--- src/rtl/cpa_align_pkg.sv ---
package cpa_align_pkg;
  localparam int unsigned SIZE_W = 3;
  localparam int unsigned POL_W  = 2;

  typedef enum logic [SIZE_W-1:0] {
    SZ_BYTE = 3'd0,
    SZ_HALF = 3'd1,
    SZ_WORD = 3'd2,
    SZ_DBL  = 3'd3,
    SZ_QUAD = 3'd4
  } op_size_e;

  typedef enum logic [POL_W-1:0] {
    POL_BOUNDARY = 2'd0,
    POL_STRICT   = 2'd1,
    POL_FORCE    = 2'd2,
    POL_RSVD     = 2'd3
  } align_pol_e;
endpackage

--- src/rtl/cpa_size_decode.sv ---
module cpa_size_decode #(
  parameter int unsigned MAX_LG = 4,
  localparam int unsigned LG_W  = $clog2(MAX_LG + 1),
  localparam int unsigned LEN_W = MAX_LG + 1
) (
  input  logic [cpa_align_pkg::SIZE_W-1:0] size_i,
  output logic [LG_W-1:0]                  lg_o,
  output logic [LEN_W-1:0]                 len_o
);
  // Out-of-range codes saturate to the largest operand.
  always_comb begin
    if (32'(size_i) > MAX_LG) lg_o = LG_W'(MAX_LG);
    else                      lg_o = LG_W'(size_i);
    len_o = LEN_W'(1) << lg_o;
  end
endmodule

--- src/rtl/cpa_fault_eval.sv ---
module cpa_fault_eval #(
  parameter int unsigned MAX_LG     = 4,
  parameter int unsigned LINE_BYTES = 16,
  localparam int unsigned LINE_LSB  = $clog2(LINE_BYTES),
  localparam int unsigned LG_W      = $clog2(MAX_LG + 1),
  localparam int unsigned LEN_W     = MAX_LG + 1,
  localparam int unsigned SUM_W     = (LINE_LSB > LEN_W ? LINE_LSB : LEN_W) + 1
) (
  input  logic [LINE_LSB-1:0]             low_i,
  input  logic [LG_W-1:0]                 lg_i,
  input  logic [LEN_W-1:0]                len_i,
  input  cpa_align_pkg::align_pol_e       pol_i,
  input  logic                            strict_word_i,
  output logic                            fault_o
);
  import cpa_align_pkg::*;

  logic [SUM_W-1:0]    end_sum;
  logic                line_cross;
  logic [LEN_W-1:0]    len_mask;
  logic [LINE_LSB-1:0] len_mask_l;
  logic                size_misal;
  logic                word_misal;

  always_comb begin
    end_sum    = SUM_W'(low_i) + SUM_W'(len_i);
    line_cross = end_sum > SUM_W'(LINE_BYTES);
    len_mask   = len_i - LEN_W'(1);
    len_mask_l = LINE_LSB'(len_mask);
    size_misal = |(low_i & len_mask_l);
    word_misal = |low_i[1:0];
  end

  always_comb begin
    unique case (pol_i)
      POL_STRICT: fault_o = strict_word_i ? word_misal : size_misal;
      POL_FORCE:  fault_o = 1'b0;
      default:    fault_o = line_cross;
    endcase
  end

  // single bytes can never straddle a line
  always_comb begin
    if (lg_i == '0 && pol_i != POL_STRICT)
      a_r2_byte_no_cross: assert (!fault_o);
  end
endmodule

--- src/rtl/cpa_addr_adjust.sv ---
module cpa_addr_adjust #(
  parameter int unsigned ADDR_W    = 32,
  parameter int unsigned MAX_LG    = 4,
  parameter int unsigned BLOCK_LSB = 5,
  localparam int unsigned LG_W     = $clog2(MAX_LG + 1),
  localparam int unsigned TOP_CLR  = (BLOCK_LSB > MAX_LG) ? BLOCK_LSB : MAX_LG,
  localparam int unsigned CNT_W    = $clog2(TOP_CLR + 1)
) (
  input  logic [ADDR_W-1:0] addr_i,
  input  logic [LG_W-1:0]   lg_i,
  input  logic              force_i,
  input  logic              cache_i,
  output logic [ADDR_W-1:0] addr_o
);
  logic [CNT_W-1:0] clr_cnt;

  always_comb begin
    if (cache_i)      clr_cnt = CNT_W'(BLOCK_LSB);
    else if (force_i) clr_cnt = CNT_W'(lg_i);
    else              clr_cnt = '0;
  end

  for (genvar i = 0; i < ADDR_W; i++) begin : g_bit
    if (i < TOP_CLR) begin : g_lo
      localparam logic [7:0] IDX = 8'(i);
      assign addr_o[i] = (8'(clr_cnt) > IDX) ? 1'b0 : addr_i[i];
    end else begin : g_hi
      assign addr_o[i] = addr_i[i];
    end
  end
endmodule

--- src/rtl/cpa_align_top.sv ---
module cpa_align_top #(
  parameter int unsigned ADDR_W     = 32,
  parameter int unsigned MAX_LG     = 4,
  parameter int unsigned LINE_BYTES = 16,
  parameter int unsigned BLOCK_LSB  = 5,
  localparam int unsigned LINE_LSB  = $clog2(LINE_BYTES),
  localparam int unsigned LG_W      = $clog2(MAX_LG + 1),
  localparam int unsigned LEN_W     = MAX_LG + 1
) (
  input  logic                               clk_i,
  input  logic                               rst_ni,
  input  logic                               req_valid_i,
  input  logic [ADDR_W-1:0]                  req_addr_i,
  input  logic [cpa_align_pkg::SIZE_W-1:0]   req_size_i,
  input  logic [cpa_align_pkg::POL_W-1:0]    req_policy_i,
  input  logic                               req_strict_word_i,
  input  logic                               req_cache_op_i,
  output logic                               rsp_valid_o,
  output logic                               rsp_exc_o,
  output logic [ADDR_W-1:0]                  rsp_addr_o
);
  import cpa_align_pkg::*;

  align_pol_e        pol;
  logic [LG_W-1:0]   lg;
  logic [LEN_W-1:0]  len;
  logic              pol_fault;
  logic              fault;
  logic [ADDR_W-1:0] adj_addr;
  logic [ADDR_W-1:0] nxt_addr;

  assign pol = align_pol_e'(req_policy_i);

  cpa_size_decode #(.MAX_LG(MAX_LG)) u_size (
    .size_i (req_size_i),
    .lg_o   (lg),
    .len_o  (len)
  );

  cpa_fault_eval #(.MAX_LG(MAX_LG), .LINE_BYTES(LINE_BYTES)) u_fault (
    .low_i         (req_addr_i[LINE_LSB-1:0]),
    .lg_i          (lg),
    .len_i         (len),
    .pol_i         (pol),
    .strict_word_i (req_strict_word_i),
    .fault_o       (pol_fault)
  );

  cpa_addr_adjust #(.ADDR_W(ADDR_W), .MAX_LG(MAX_LG), .BLOCK_LSB(BLOCK_LSB)) u_adj (
    .addr_i  (req_addr_i),
    .lg_i    (lg),
    .force_i (pol == POL_FORCE),
    .cache_i (req_cache_op_i),
    .addr_o  (adj_addr)
  );

  // Cache operations override any policy verdict.
  always_comb begin
    fault    = pol_fault & ~req_cache_op_i;
    nxt_addr = fault ? req_addr_i : adj_addr;
  end

  always_ff @(posedge clk_i or negedge rst_ni) begin
    if (!rst_ni) begin
      rsp_valid_o <= 1'b0;
      rsp_exc_o   <= 1'b0;
      rsp_addr_o  <= '0;
    end else begin
      rsp_valid_o <= req_valid_i;
      rsp_exc_o   <= req_valid_i & fault;
      if (req_valid_i) rsp_addr_o <= nxt_addr;
    end
  end

  a_r6_cache_no_exc: assert property (@(posedge clk_i) disable iff (!rst_ni)
    req_valid_i && req_cache_op_i |=> !rsp_exc_o && rsp_addr_o[BLOCK_LSB-1:0] == '0);

  a_r5_force_no_exc: assert property (@(posedge clk_i) disable iff (!rst_ni)
    req_valid_i && req_policy_i == POL_FORCE |=> !rsp_exc_o);

  a_r7_exc_addr_kept: assert property (@(posedge clk_i) disable iff (!rst_ni)
    req_valid_i |=> !rsp_exc_o || rsp_addr_o == $past(req_addr_i));

  a_r9_valid_follows: assert property (@(posedge clk_i) disable iff (!rst_ni)
    req_valid_i |=> rsp_valid_o);

  a_r9_idle_follows: assert property (@(posedge clk_i) disable iff (!rst_ni)
    !req_valid_i |=> !rsp_valid_o);

  a_r9_exc_qualified: assert property (@(posedge clk_i) disable iff (!rst_ni)
    !rsp_valid_o |-> !rsp_exc_o);
endmodule

--- config.mk ---
export PLATFORM = sky130hd
export DESIGN_NAME = cpa_align_top
export DESIGN_NICKNAME = d
export VERILOG_FILES = /design/src/rtl/cpa_align_pkg.sv /design/src/rtl/cpa_size_decode.sv /design/src/rtl/cpa_fault_eval.sv /design/src/rtl/cpa_addr_adjust.sv /design/src/rtl/cpa_align_top.sv
export SDC_FILE = /design/constraint.sdc
export NUM_CORES = 1
export LEC_CHECK = 0
export BUFFER_PORTS_ARGS = -buffer_cell sky130_fd_sc_hd__buf_2
export CAP_MARGIN = 20
export CORE_MARGIN = 3
export CORE_UTILIZATION = 42
export DETAILED_ROUTE_END_ITERATION = 7
export GPL_TIMING_DRIVEN = 0
export HOLD_SLACK_MARGIN = 0.06
export PLACE_DENSITY_LB_ADDON = 0.15
export SYNTH_ARGS = -nofsm -noshare
export SYNTH_HDL_FRONTEND = slang
export SYNTH_SLANG_ARGS = --single-unit
--- constraint.sdc ---
create_clock -name clk_i -period 0.8 [get_ports clk_i]
set_clock_uncertainty 0.1 [all_clocks]
set_input_delay 0.08 -clock clk_i [delete_from_list [all_inputs] [get_ports clk_i]]
set_output_delay 0.08 -clock clk_i [all_outputs]
set_load 0.01 [all_outputs]
==> Implementation_results.wiki <==
{| class="wikitable"
! Metric !! Value
|-
| Antenna-violating nets left || 0
|-
| Horizontal die dimension || 68.8 microns
|-
| Critical path required time || 0.86 ns
|-
| Clock tree from TritonCTS || built
|-
| Critical path launch point type || input pin
|-
| Final setup fails || 66
|-
| Net Sw Frac || 25.4%
|-
| Average instance area after synthesis || 12.7 sq um
|-
| Final nets || 277
|-
| Final Max Tran Viols || 0
|-
| Largest net degree at the start of global routing || 35
|-
| Proportion of layout cells with a drive suffix above 1 || 61.1%
|-
| Post-synthesis instance area || 1660 sq um
|-
| Most common flop cell mapped by yosys || dfrtp_1
|-
| Sequential cell area fraction in the yosys report || 51.3%
|-
| IR drop worst, VDD || 0.683 mV
|-
| Chip Height || 68.8 microns
|-
| Maximum fanout along the worst path || 5
|-
| Via-to-Cell Ratio || 5.06
|-
| First-pass iteration count of the detailed router || 4
|-
| Core Area || 3740 sq um
|-
| Antenna diode count || 0
|-
| Final std cell area, no fill || 2500 sq um
|-
| Flop and latch count out of synthesis || 34
|-
| Number of cell rows || 22
|-
| Cell depth of the worst flop-to-flop path || 2
|-
| Final weighted congestion of routability-driven global placement || 0.803
|-
| Die area || 4740 sq um
|-
| First-pass GRT wire length || 6.24 mm
|-
| Unique masters post-synth || 36
|-
| Post-route setup slack || -1.18 ns
|-
| Starting Density || 44.3%
|-
| Time the worst path needs with I/O delays and setup || 1.98 ns
|-
| Num CTS Buffers || 5
|-
| Final Hold Viols || 61
|-
| Count of warnings emitted by yosys || 0
|-
| Clock-pin slew on the worst setup and hold paths || 0.07 ns
|-
| FFs w/ async S/R, synth || 100%
|-
| MaxCap Viol Count || 0
|-
| Clock tree root driver cell || clkbuf_8
|-
| Post-detailed-route wirelength per cell || 14.8 microns
|-
| Part of the power in the clock network || 33.2%
|-
| Leakage power of the design || 0.00121 uW
|-
| Pin slew with the least headroom to its limit || 0.730 ns
|-
| Cells after Synth || 131
|-
| Highest Clock Rate || 504 MHz
|-
| Worst EP arrival || 2.04 ns
|-
| Worst Setup End Kind || flip-flop
|-
| Number of I/O pins || 76
|-
| Cts hold-fix bufs || 2
|-
| Worst hold-check path type || in2async
|-
| Portion of the clock cycle consumed by the worst path in the final layout || 248%
|-
| Standard cell area after detailed placement || 2180 sq um
|-
| Worst slew margin relative to its limit || 51.4%
|-
| HPWL reported at the end of detailed placement || 3.09 mm
|-
| Status || finished with violations
|-
| DRC violation count after routing || 0
|-
| Kind of critical path || in2reg
|-
| Combinational cell fraction of total power || 23.1%
|-
| Hold slack final || -0.245 ns
|-
| Number of sinks handled by clock tree synthesis || 34
|-
| Overflow left after global routing || 0
|-
| Global-route usage over all layers || 17.6%
|-
| Insertion delay of the later-clocked pin in the worst-skew pair || 0.28 ns
|-
| Sequential Power Share || 43.7%
|-
| Number of enable-type register cells in the synthesized netlist || 0
|-
| Via count of the first global-routing pass || 1394
|-
| Detailed Route Iter0 Violations || 41
|-
| Via count || 1403
|-
| Nets in the synthesized netlist || 180
|-
| H-tree levels || 2
|-
| IO buf count || 75
|-
| Internal power || 3380 uW
|-
| Area delta synth->final || 50.7%
|-
| Unrepaired setup endpoints after global routing || yes
|-
| Violations in the final reports || negative hold slack, negative setup slack
|-
| Number of antenna violations at the first check in global routing || 0
|-
| Pwr per Cell Area || 1810 nW/um^2
|-
| Sw Pwr || 1150 uW
|-
| Overall routed net length || 4.10 mm
|-
| Bufs on Longest Clock Path || 2
|}
## synth_stat cells, types with 2 or more instances
cell,count,area share [%]
nand2_1,5,1.1
o22ai_1,2,0.75
inv_1,5,1.1
and3_1,2,0.75
nand3b_1,3,1.4
nor2_1,2,0.45
a211oi_1,3,1.4
o21ai_0,2,0.60
o21a_1,2,0.91
a21oi_1,6,1.8
nand4_1,4,1.5
buf_1,2,0.45
nor3_1,3,0.91
ha_1,6,4.5
xor2_1,2,1.1
mux2_2,27,18
o21ai_1,3,0.91
dfrtp_1,34,51
## state kept, by name (all words and copies together) (netlist names)
signal	count
rsp_addr_o	32
rsp_exc_o	1
rsp_valid_o	1
## per-layer routing
layer / track usage (%) / vias to the layer above / wire, microns
met3: 4.86 / 6 / 277
met4: 5.11 / 0 / 44
met2: 32.3 / 55 / 2110
li1: - / 678 / -
met1: 19.7 / 664 / 1670
met5: 0 / - / 0
## cell usage in the layout (no fill, tap or decap), drive strengths merged
cell type	instances
and3b	1
o22ai	2
o21a	2
or4b	1
nor3b	2
nand3b	3
dlygate4sd3	2
a21o	1
nor2	2
bufinv	1
mux2	27
and4b	1
a21oi	6
xor2	2
o21ai	5
ha	6
a2111oi	1
nand3	1
nor3	3
nor4	1
a211oi	3
nand2	5
clkinv	2
o31ai	1
inv	5
nand4	4
and2	1
o211ai	1
mux2i	1
and3	2
fa	1
nor4b	1
dfrtp	34
clkbuf	6
buf	92
## power by group through the flow
stage / registers (uW) / logic, uW / clock network, uW
2_1_floorplan: 2090 / 389 / 0
3_3_place_gp: 1990 / 867 / 0
3_5_place_dp: 2000 / 897 / 0
4_1_cts: 1970 / 994 / 1560
5_1_grt: 2000 / 1140 / 1620
6_report: 1980 / 1040 / 1500
## metrics by stage
step                      utilization (%)  setup TNS [ns]  instances  worst slack (ns)  total power, uW
after floorplan                         -           -8.00        131             -1.22             2480
after global placement               58.3          -13.33        254             -1.50             2860
after detailed placement             58.3          -14.31        254             -1.58             2900
after CTS                            65.0          -13.60        277             -1.17             4520
after global routing                 66.7          -15.31        277             -1.25             4750
final                                66.7          -13.24        277             -1.18             4520
## worst paths after layout
| kind | slack [ns] | start | end |
|---|---|---|---|
| max | -1.18 | req_size_i[2] | rsp_addr_o[3] |
| min | -0.24 | rst_ni | rsp_addr_o[23] |
| max reg2reg | -0.19 | rsp_addr_o[15] | rsp_addr_o[15] |
| min reg2reg | 0.40 | rsp_addr_o[6] | rsp_addr_o[6] |
| max in group asynchronous | 0.37 | rst_ni | rsp_addr_o[6] |
| min in group clk_i | -0.07 | req_addr_i[16] | rsp_addr_o[16] |
## cell families (layout without fill, tap and decap cells)
kind of cell             after synthesis  after routing  synth area share (%)
flip-flops                            34             34                  51.3
XOR/XNOR                               2              2                  1.06
AND/OR/NAND/NOR                       28             28                  11.8
buffers and inverters                 10            108                  2.79
adder cells (fa/ha/maj)                7              7                  5.74
AO/OA/AOI/OAI                         22             22                  8.30
multiplexers                          28             28                  18.9
## timing repair
action | CTS | global route
setup buffers | 13 | 1
hold endpoints to repair | 67 | 64
pin swaps | 1 | 3
endpoints found under the setup margin | 66 | 67
gates resized for setup | 8 | 13
## critical path: stages
cell	delay, ns
buf_8	0.10
buf_12	0.12
nor3_4	0.17
ha_4	0.18
fa_1	0.39
a211oi_2	0.20
nand2_1	0.09
or4b_4	0.53
nand4_1	0.12
o21ai_1	0.06
## layout make-up
| type | count | area, sq um |
|---|---|---|
| Clock inverter | 3 | 40.0 |
| Timing Repair Buffer | 90 | 554 |
| Multi-Input combinational cell | 87 | 816 |
| Sequential cell | 34 | 851 |
| Clock buffer | 5 | 68.8 |
| Fill cell | 312 | 1240 |
| Tap cell | 48 | 60.1 |
| Inverter | 5 | 18.8 |
| Buffer | 5 | 90.1 |
Power figures use the tool's default switching activity.
